==> config.mk <==
export PLATFORM = sky130hd
export DESIGN_NAME = perf_counter_bank
export DESIGN_NICKNAME = d
export VERILOG_FILES = /design/src/rtl/pcb_pkg.sv /design/src/rtl/pcb_mask_reg.sv /design/src/rtl/pcb_evt_slice.sv /design/src/rtl/pcb_cyc_counter.sv /design/src/rtl/perf_counter_bank.sv
export SDC_FILE = /design/constraint.sdc
export NUM_CORES = 1
export LEC_CHECK = 0
export BUFFER_PORTS_ARGS = -buffer_cell sky130_fd_sc_hd__buf_2
export CAP_MARGIN = 0
export CORE_MARGIN = 8
export CORE_UTILIZATION = 46
export DETAILED_ROUTE_END_ITERATION = 8
export PLACE_DENSITY = 0.66
export RECOVER_POWER = 25
export SETUP_SLACK_MARGIN = 0.15
export SYNTH_ARGS = -nofsm -noshare
export SYNTH_HDL_FRONTEND = slang
export SYNTH_SLANG_ARGS = --single-unit
==> constraint.sdc <==
create_clock -name clk -period 3.1 [get_ports clk]
set_input_delay 0.62 -clock clk [delete_from_list [all_inputs] [get_ports clk]]
set_output_delay 0.62 -clock clk [all_outputs]
set_load 0.01 [all_outputs]
==> src/rtl/pcb_pkg.sv <==
`timescale 1ns/1ps
// Shared constants for the performance counter bank: counter address space,
// reserved event codes and control-word bit positions.
package pcb_pkg;
    localparam int MAX_CNT  = 32;                // address space of counters
    localparam int CYC_IDX  = MAX_CNT - 1;       // cycle counter slot
    localparam int IDX_W    = $clog2(MAX_CNT);
    localparam int CNT_W    = 64;
    localparam int TYPE_W   = 10;
    localparam logic [TYPE_W-1:0] EV_SWINC = 10'h000;
    localparam logic [TYPE_W-1:0] EV_CHAIN = 10'h01E;
    localparam int CTRL_W   = 4;
    localparam int CTL_RUN  = 0;
    localparam int CTL_ECLR = 1;
    localparam int CTL_CCLR = 2;
    localparam int CTL_LONG = 3;
endpackage

==> src/rtl/pcb_mask_reg.sv <==
`timescale 1ns/1ps
// Set/clear mask register. Set strobe wins over clear strobe; hardware set
// input wins over clear. Positions outside VALID always read zero.
module pcb_mask_reg #(
    parameter int W = 32,
    parameter logic [W-1:0] VALID = '1
) (
    input  logic         clk,
    input  logic         rst_n,
    input  logic         set_we,
    input  logic         clr_we,
    input  logic [W-1:0] wmask,
    input  logic [W-1:0] hw_set,
    output logic [W-1:0] q
);
    logic [W-1:0] set_v, clr_v;

    // decode the strobes into set and clear vectors
    always_comb begin
        set_v = set_we ? wmask : '0;
        clr_v = clr_we ? wmask : '0;
    end

    // update the register
    always_ff @(posedge clk) begin
        if (!rst_n) q <= '0;
        else        q <= ((q & ~clr_v) | set_v | hw_set) & VALID;
    end
endmodule

==> src/rtl/pcb_evt_slice.sv <==
`timescale 1ns/1ps
// One event counter with its event-type register. Picks the count source
// from the type, advances by one, and reports a wrap at 32 or 64 bits.
// Assumes at most one increment source per cycle (types are exclusive).
module pcb_evt_slice
    import pcb_pkg::*;
#(
    parameter int EVT_CODES = 32
) (
    input  logic                 clk,
    input  logic                 rst_n,
    input  logic                 long_mode,
    input  logic                 run,
    input  logic [EVT_CODES-1:0] evt_in,
    input  logic                 swinc_hit,
    input  logic                 chain_in,
    input  logic                 clr,
    input  logic                 wr_en,
    input  logic [CNT_W-1:0]     wr_data,
    input  logic                 type_we,
    input  logic [TYPE_W-1:0]    type_wdata,
    output logic [CNT_W-1:0]     cnt_q,
    output logic [TYPE_W-1:0]    type_q,
    output logic                 ovf_pulse
);
    localparam int SEL_W = (EVT_CODES > 1) ? $clog2(EVT_CODES) : 1;

    logic             ext_hit, hit, wrap;
    logic [CNT_W-1:0] nxt;

    // choose the increment source selected by the event type
    always_comb begin
        ext_hit = (32'(type_q) < 32'(EVT_CODES)) && evt_in[type_q[SEL_W-1:0]];
        if (type_q == EV_SWINC)      hit = run && swinc_hit;
        else if (type_q == EV_CHAIN) hit = run && chain_in;
        else                         hit = run && ext_hit;
    end

    // next value and wrap detection for the active width
    always_comb begin
        if (long_mode) begin
            wrap = &cnt_q;
            nxt  = cnt_q + 64'd1;
        end else begin
            wrap = &cnt_q[31:0];
            nxt  = {32'h0, cnt_q[31:0] + 32'h1};
        end
        ovf_pulse = hit && wrap;
    end

    // counter register: clear, then write, then increment
    always_ff @(posedge clk) begin
        if (!rst_n)     cnt_q <= '0;
        else if (clr)   cnt_q <= '0;
        else if (wr_en) cnt_q <= long_mode ? wr_data : {32'h0, wr_data[31:0]};
        else if (hit)   cnt_q <= nxt;
    end

    // event-type register
    always_ff @(posedge clk) begin
        if (!rst_n)       type_q <= '0;
        else if (type_we) type_q <= type_wdata;
    end
endmodule

==> src/rtl/pcb_cyc_counter.sv <==
`timescale 1ns/1ps
// Always-64-bit cycle counter. Counts every cycle while running and reports
// a wrap from all ones.
module pcb_cyc_counter
    import pcb_pkg::*;
(
    input  logic             clk,
    input  logic             rst_n,
    input  logic             run,
    input  logic             clr,
    input  logic             wr_en,
    input  logic [CNT_W-1:0] wr_data,
    output logic [CNT_W-1:0] cnt_q,
    output logic             ovf_pulse
);
    // wrap flag for this cycle's increment
    always_comb ovf_pulse = run && (&cnt_q);

    // counter register: clear, then write, then count
    always_ff @(posedge clk) begin
        if (!rst_n)     cnt_q <= '0;
        else if (clr)   cnt_q <= '0;
        else if (wr_en) cnt_q <= wr_data;
        else if (run)   cnt_q <= cnt_q + 64'd1;
    end
endmodule

==> src/rtl/perf_counter_bank.sv <==
`timescale 1ns/1ps
// Performance counter bank: NUM_EVT event counters (NUM_EVT <= 31) plus a
// cycle counter at index 31. Odd counters may chain on the even counter
// below. Register-style strobes drive control, masks and counter writes.
module perf_counter_bank
    import pcb_pkg::*;
#(
    parameter int NUM_EVT   = 4,
    parameter int EVT_CODES = 32
) (
    input  logic                 clk,
    input  logic                 rst_n,
    input  logic [EVT_CODES-1:0] evt_in,
    input  logic                 ctrl_we,
    input  logic [CTRL_W-1:0]    ctrl_wdata,
    input  logic [MAX_CNT-1:0]   mask_wdata,
    input  logic                 en_set_we,
    input  logic                 en_clr_we,
    input  logic                 ovf_set_we,
    input  logic                 ovf_clr_we,
    input  logic                 ie_set_we,
    input  logic                 ie_clr_we,
    input  logic                 swinc_we,
    input  logic                 cnt_we,
    input  logic                 evtype_we,
    input  logic [IDX_W-1:0]     wr_idx,
    input  logic [CNT_W-1:0]     cnt_wdata,
    input  logic [TYPE_W-1:0]    evtype_wdata,
    input  logic [IDX_W-1:0]     rd_idx,
    output logic [CNT_W-1:0]     rd_cnt,
    output logic [TYPE_W-1:0]    rd_evtype,
    output logic [1:0]           ctrl_q,
    output logic [MAX_CNT-1:0]   en_q,
    output logic [MAX_CNT-1:0]   ovf_q,
    output logic [MAX_CNT-1:0]   ie_q,
    output logic                 irq
);
    localparam logic [MAX_CNT-1:0] VALID_MASK =
        (32'h1 << CYC_IDX) | ((32'h1 << NUM_EVT) - 32'h1);

    logic                 gen_en, long_mode;
    logic [MAX_CNT-1:0]   run_vec, hw_ovf;
    logic                 ev_clr, cyc_clr, cyc_ovf;
    logic [NUM_EVT-1:0]   evt_ovf;
    logic [CNT_W-1:0]     evt_cnt  [NUM_EVT];
    logic [TYPE_W-1:0]    evt_type [NUM_EVT];
    logic [CNT_W-1:0]     cyc_cnt;

    // global control bits
    always_ff @(posedge clk) begin
        if (!rst_n) begin
            gen_en    <= 1'b0;
            long_mode <= 1'b0;
        end else if (ctrl_we) begin
            gen_en    <= ctrl_wdata[CTL_RUN];
            long_mode <= ctrl_wdata[CTL_LONG];
        end
    end

    // per-counter run qualifiers and one-shot clear actions
    always_comb begin
        run_vec = gen_en ? en_q : '0;
        ev_clr  = ctrl_we && ctrl_wdata[CTL_ECLR];
        cyc_clr = ctrl_we && ctrl_wdata[CTL_CCLR];
    end

    for (genvar g = 0; g < NUM_EVT; g++) begin : g_cnt
        logic chain_in, ovf;
        if (g % 2 == 1) begin : g_odd
            assign chain_in = g_cnt[g-1].ovf;
        end else begin : g_even
            assign chain_in = 1'b0;
        end
        pcb_evt_slice #(.EVT_CODES(EVT_CODES)) slice_i (
            .clk        (clk),
            .rst_n      (rst_n),
            .long_mode  (long_mode),
            .run        (run_vec[g]),
            .evt_in     (evt_in),
            .swinc_hit  (swinc_we && mask_wdata[g]),
            .chain_in   (chain_in),
            .clr        (ev_clr),
            .wr_en      (cnt_we && (wr_idx == IDX_W'(g))),
            .wr_data    (cnt_wdata),
            .type_we    (evtype_we && (wr_idx == IDX_W'(g))),
            .type_wdata (evtype_wdata),
            .cnt_q      (evt_cnt[g]),
            .type_q     (evt_type[g]),
            .ovf_pulse  (ovf)
        );
        assign evt_ovf[g] = ovf;
    end

    pcb_cyc_counter cyc_i (
        .clk       (clk),
        .rst_n     (rst_n),
        .run       (run_vec[CYC_IDX]),
        .clr       (cyc_clr),
        .wr_en     (cnt_we && (wr_idx == IDX_W'(CYC_IDX))),
        .wr_data   (cnt_wdata),
        .cnt_q     (cyc_cnt),
        .ovf_pulse (cyc_ovf)
    );

    // gather the wrap pulses into overflow-status positions
    always_comb hw_ovf = MAX_CNT'(evt_ovf) | (MAX_CNT'(cyc_ovf) << CYC_IDX);

    pcb_mask_reg #(.W(MAX_CNT), .VALID(VALID_MASK)) en_reg_i (
        .clk(clk), .rst_n(rst_n), .set_we(en_set_we), .clr_we(en_clr_we),
        .wmask(mask_wdata), .hw_set('0), .q(en_q));

    pcb_mask_reg #(.W(MAX_CNT), .VALID(VALID_MASK)) ovf_reg_i (
        .clk(clk), .rst_n(rst_n), .set_we(ovf_set_we), .clr_we(ovf_clr_we),
        .wmask(mask_wdata), .hw_set(hw_ovf), .q(ovf_q));

    pcb_mask_reg #(.W(MAX_CNT), .VALID(VALID_MASK)) ie_reg_i (
        .clk(clk), .rst_n(rst_n), .set_we(ie_set_we), .clr_we(ie_clr_we),
        .wmask(mask_wdata), .hw_set('0), .q(ie_q));

    // level interrupt and control readback
    always_comb begin
        irq    = |(ovf_q & ie_q);
        ctrl_q = {long_mode, gen_en};
    end

    // combinational read port
    always_comb begin
        rd_cnt    = '0;
        rd_evtype = '0;
        if (rd_idx == IDX_W'(CYC_IDX)) rd_cnt = cyc_cnt;
        for (int i = 0; i < NUM_EVT; i++) begin
            if (rd_idx == IDX_W'(i)) begin
                rd_cnt    = evt_cnt[i];
                rd_evtype = evt_type[i];
            end
        end
    end
endmodule

# Yosys cells after proc, flatten, opt, wreduce, memory -nomap -nowiden
# Index checks and enable logic that the tools add are counted.
[totals] ff_bits=458 inputBits=164 output_inout_bits=173 wordCells=167
[op_classes] n_addsub=9 order_cmp=8 eq_ne=12 muxes=51 n_bitwise=13 reduce_logical=57
[ops] cell="64-bit 2-to-1 mux" count=20
[ops] cell="64-bit by 1-bit adder with 64-bit output, second input constant" count=5
[ops] cell="64-bit AND reduction" count=5
[ops] cell="32-bit 2-to-1 mux" count=7
[ops] cell="32-bit by 1-bit adder with 32-bit output, second input constant" count=4
[ops] cell="32-bit AND" count=4
[ops] cell="32-bit bitwise OR" count=4
[ops] cell="32-bit AND reduction" count=4
[ops] cell="32-bit inverter" count=3
[ops] cell="10-bit by 5-bit == test with 1-bit output, second input constant" count=4
[ops] cell="10-bit zero test" count=4
[ops] cell="10-bit by 6-bit < comparator with 1-bit output, second input constant" count=4
[ops] cell="10-bit 2-to-1 mux" count=4
[ops] cell="1-bit logical AND" count=34
[ops] cell="4-bit by 32-bit bitwise OR with 32-bit output" count=1
[ops] cell="32-bit OR reduction" count=1
[ops] cell="5-bit by 6-bit < comparator with 1-bit output, second input constant" count=4
[ops] cell="1-bit binary-select mux with 5-bit select" count=4
[ops] cell="5-bit by 2-bit == test with 1-bit output, second input constant" count=4
[ops] cell="1-bit 2-to-1 mux" count=16
[ops] cell="5-bit by 1-bit == test with 1-bit output, second input constant" count=2
[ops] cell="5-bit == test, second input constant" count=2
[ops] cell="5-bit zero test" count=2
[ops] cell="2-bit nonzero test" count=5
[ops] cell="other kinds (2)" count=3

# Logic depth before layout (Yosys ltp)
[logic_depth] word_depth=13 ltp_mapped=13

# Hierarchy
# Synthesis repeated with hierarchy kept, for this count alone.
[hier_totals] hier_cells=3498 hier_area_um2=27493.9
[modules_own_cells] module="pcb_evt_slice at g_cnt[0].slice_i ..." instances=3 cells_each=602 area_per_inst_um2=4730.8 seq_area_each_um2=1481.4
[modules_own_cells] module="pcb_evt_slice at g_cnt[1].slice_i" instances=1 cells_each=602 area_per_inst_um2=5037.3 seq_area_each_um2=1481.4
[modules_own_cells] module="pcb_cyc_counter" instances=1 cells_each=445 area_per_inst_um2=3488.3 seq_area_each_um2=1281.2
[modules_own_cells] module="perf_counter_bank" instances=1 cells_each=501 area_per_inst_um2=3462.1 seq_area_each_um2=40.0
[modules_own_cells] module="pcb_mask_reg" instances=3 cells_each=48 area_per_inst_um2=437.9 seq_area_each_um2=100.1

# Least setup slack after synthesis
# No wires, ideal clock.
[synth_path] path_kind="input-to-output" startpoint="input port rd_idx[0]" endpoint="output port rd_cnt[46]" arrival_ps=2381 required_time_ps=2480 path_slack_ps=99 cell_stages=7 path_buffers=3 path_cell_list="clkbuf_1 buf_1 clkbuf_1 mux2i_1 nor2_1 a221oi_1 a21oi_1"
[synth_via] elab_chain_len=6
[synth_lines] element="from (decl)" line_no="perf_counter_bank.sv:29" text="input logic [IDX_W-1:0] rd_idx,"
[synth_lines] element="5-bit == test" line_no="perf_counter_bank.sv:130" text="if (rd_idx == IDX_W'(CYC_IDX)) rd_cnt = cyc_cnt;"
[synth_lines] element="64-bit 2-to-1 mux" line_no="perf_counter_bank.sv:130"
[synth_lines] element="64-bit 2-to-1 mux (3 in series)" line_no="perf_counter_bank.sv:132" text="if (rd_idx == IDX_W'(i)) begin"
[synth_lines] element="64-bit 2-to-1 mux *" line_no="perf_counter_bank.sv:132"
[synth_lines] element="to (decl)" line_no="perf_counter_bank.sv:30" text="output logic [CNT_W-1:0] rd_cnt,"
# Every way passes the cells marked *; elsewhere a longest branch is shown, timed or not.

# Worst setup path after layout
[layout_path] startpoint="input port rd_idx[2]" endpoint="output port rd_cnt[13]"
# The elaborated chain is that of the path after synthesis.

==> metrics.md <==
| Metric | Value |
|---|---|
| Simple-gate share of the synthesized area | 0.251 |
| Adder-cell share of the synthesized area | 0.00244 |
| Failing checks | max-capacitance violations, max-slew violations |
| Post-DP HPWL | between 70 and 80 mm |
| Slew headroom | -0.454 |
| WHS Path Cells | 3 |
| Die height | 252 um |
| Area leader, netlist | dfxtp_1 |
| Final core utilization | 0.573 |
| Worst r2r src | g_cnt[2].slice_i.type_q[2]$_SDFFE_PN0P_ |
| Antenna violations before repair | 9 |
| Overflow after GRT | 0 |
| Crit-path cells | buf_2 -> or3_4 -> buf_12 -> nor3b_4 -> buf_4 -> buf_12 -> buf_12 -> a221o_1 -> buf_2 |
| Area delta synth->final | 23.1% |
| Setup violators final | 0 |
| Synth Instances | between 3000 and 4000 |
| Die X | 252 um |
| Max clock buf depth | 3 |
| Synth warn | 0 |
| Reg-to-Reg End | g_cnt[2].slice_i.cnt_q[39]$_SDFFE_PP0P_ |
| Arrival time at the worst endpoint | 2.41 ns |
| Crit path launch type | primary input |
| Post-synthesis compound-gate area fraction | 0.234 |
| Worst path required time | 2.48 ns |
| Final wirelength | 109 mm |
| Final setup TNS | 0 ns |
| Hold_ws | ~0.34 ns |
| Initial Util | 0.465 |
| Top post-synthesis cells by area | dfxtp_1 (29%), mux2i_1 (5.4%), nand2_1 (5.2%), o21ai_0 (5.1%), nor2_1 (3.9%) |
| Worst setup margin | 0.0698 ns |
| Seq cells post-synth | 377 |
| Post-Synth XOR/XNOR Area | 0.0635 |
| Final Critical Period | 3.03 ns |
| Number of synthesized flops with an enable pin | 0 |
| Status | finished with violations |
| Skew-Pair Late Insertion Delay | 0.61 ns |
| Final hold violations | 0 |
| CTS tree | built |
| RePlAce Congestion | roughly 1.0 |
| Pin count of the biggest net entering global routing | 129 |
| Avg Cell Area, Syn | 7.73 um^2 |
| WHS Endpoint | gen_en$_SDFFE_PN0P_ |
| Num CTS Buffers | 46 |
| Netlist cell types | 83 |
| Pins over their slew limit | 60 |
| Launch point of the worst path | rd_idx[2] |
| Power per cell area | 360 mW/mm^2 |
| Non-filler cells, final | roughly 4400 |
| Crit-path max FO | 21 |
| CP Capture Type | primary output |
| Clk root buf | clkbuf_16 |
| Worst reg2reg setup slack | 0.10 ns |
| HP Start | ctrl_wdata[0] |
| Critical path class | primary input to primary output |
| Pleak | 11.0 nW |
| TritonCTS Sinks | 377 |
| Worst path slowest cell | or3_4 |
| Num rows | 86 |
| Post-synth top area share | 0.294 |
| Routed Antenna Nets | 0 |
| Drt drc | 0 |
| H-tree depth | 2 |
| Post-Place Cells | 4319 |
| Worst Max-Slew Pin Slew | 2.18 ns |
| Multiplexer area fraction after synthesis | 0.0855 |
| Clk_skew | 0.0368 ns |
| Most used cell along the critical path | buf_12 |
| Reg2Reg Depth | 8 |
| Number of global-route vias before repair | roughly 26000 |
| Clock slew at reported path FFs | 0.06 ns |
| First-pass GRT wire length | 159 mm |
| GR Util All Layers | 0.320 |
| Worst hold path class | primary input to flip-flop |
| Final layout net count | 3827 |
| CP max stage delay | 0.44 ns |
| Drt first pass iters | 7 |
| Port Buf Inserts | 228 |
| Via-to-Cell Ratio | 6.40 |
| Post-synthesis sequential area ratio | 0.294 |
| Die area | 0.0636 mm^2 |
| Pre-CTS WS | -0.242 ns |
| Fmax | 330 MHz |
| Period utilization | 0.977 |
| DRT iter0 DRCs | 3736 |
| Synthesized cell area | 0.0256 mm^2 |
| Layout cells sized above 1 | 0.212 |
| Core area | 0.0551 mm^2 |
| Post-synth ARST share | 0 |
| Routed via count | roughly 28000 |
| RSZ-0062 raised after global routing | true |
| Average wire per standard cell | roughly 24 um |
| Main synth FF type | dfxtp_1 |
| Worst IR Drop VDD | approximately 0.00038 V |
| Io pins | 337 |
| Max-Cap Viols | 1 |
| Largest family of logic cells by synthesized area | simple AND/OR/NAND/NOR gates |
[synth_stat cells, drive strengths merged (29+ instances only)]
master	n
a211oi	108
a31oi	29
nor3	81
mux4	32
xor2	81
nand2	352
dfxtp	377
nor4	60
o211ai	33
inv	41
and3	49
buf	128
xnor2	105
a22oi	42
nand3	153
nor2	264
nand4	96
and2	32
nor2b	70
mux2i	138
a221o	60
and4	38
a21oi	187
clkbuf	206
o21ai	263
[flip-flops by register name, summed over array words and instances, names as in the netlist]
signal / count
en_reg_i.q: 5
ovf_reg_i.q: 5
cyc_i.cnt_q: 64
ie_reg_i.q: 5
g_cnt.slice_i.cnt_q: 256
long_mode: 1
g_cnt.slice_i.type_q: 40
gen_en: 1
[cells in the final DEF (no fill, tap or decap), drive strengths merged, types with 22 or more instances in the layout]
cell type	count
nor2	264
a21oi	187
a211oi	108
a221o	60
nand4	96
mux2i	138
nand2	352
and2	32
o21ai	263
a31oi	29
clkbuf	95
o2111ai	22
nor4	60
nor3	81
nor2b	70
a22oi	42
nand3	153
buf	521
mux4	32
dfxtp	377
xor2	81
and3	49
o211ai	33
xnor2	105
inv	45
and4	38
conb	81
[per-stage QoR]
step / power [W] / cell area [um^2]
after floorplan: 0.00559 / 25900
after global placement: 0.00602 / 29000
after detailed placement: 0.00603 / 29000
after CTS: 0.0114 / 30600
after global routing: 0.0116 / 31600
final: 0.0114 / 31600
[logic make-up (layout without fill, tap and decap cells)]
logic type	after synthesis	count (layout)
AND/OR/NAND/NOR	1284	1285
XOR/XNOR	186	186
multiplexers	178	178
adder cells (fa/ha/maj)	5	5
buffers and inverters	376	668
flip-flops	377	377
other	1	91
AO/OA/AOI/OAI	909	909
[layer usage]
layer	GRT usage	vias up	routed length, um	part of all wire
met5	0	-	16	0.00015
met4	0.200	2	8050	0.074
met3	0.0648	417	11100	0.10
met2	0.499	1748	48000	0.44
met1	0.404	13404	41700	0.38
li1	-	12889	-	-
[worst max-delay path, delay by kind of cell]
family	cells	cell delay, ns
AO/OA/AOI/OAI	1	0.23
buffers and inverters	6	0.91
AND/OR/NAND/NOR	2	0.63
[worst max-delay path by stage]
| stage | cells past startpoint | endpoint | slack (ns) |
|---|---|---|---|
| after global placement | 10 | g_cnt[3].slice_i.cnt_q[55]$_SDFFE_PP0P_ | -0.20 |
| final | 9 | rd_cnt[13] | 0.07 |
| after detailed placement | 11 | g_cnt[3].slice_i.cnt_q[55]$_SDFFE_PP0P_ | -0.24 |
| after CTS | 9 | g_cnt[1].slice_i.cnt_q[38]$_SDFFE_PP0P_ | 0.16 |
| after floorplan | 10 | g_cnt[1].slice_i.cnt_q[46]$_SDFFE_PP0P_ | 0.20 |
| after global routing | 13 | g_cnt[3].slice_i.cnt_q[22]$_SDFFE_PP0P_ | 0.01 |
[where the power goes]
part | switching (W) | leakage, nW | internal, W
clock | 0.00228 | 0.719 | 0.00311
sequential | 0.0000578 | 3.05 | 0.00488
combinational | 0.000715 | 7.22 | 0.000340
[timing repair]
action                                  CTS  global route
hold buffers                              0             0
pin swaps                                 6            53
buffers inserted                          8            25
endpoints found under the setup margin  202           178
gates cloned                              0             6
resized for setup                        33           142
[layout make-up]
class                   count  area [um^2]
clock buffers              69         1360
fillers                  5166        23500
diodes                     10         25.0
repair buffers            547         4000
well taps                 748          936
clock inverters            10          101
inverters                  42          158
multi-input cells        2644        17400
flip-flops and latches    377         7590
Note: power is estimated with default switching activity, not from simulation.
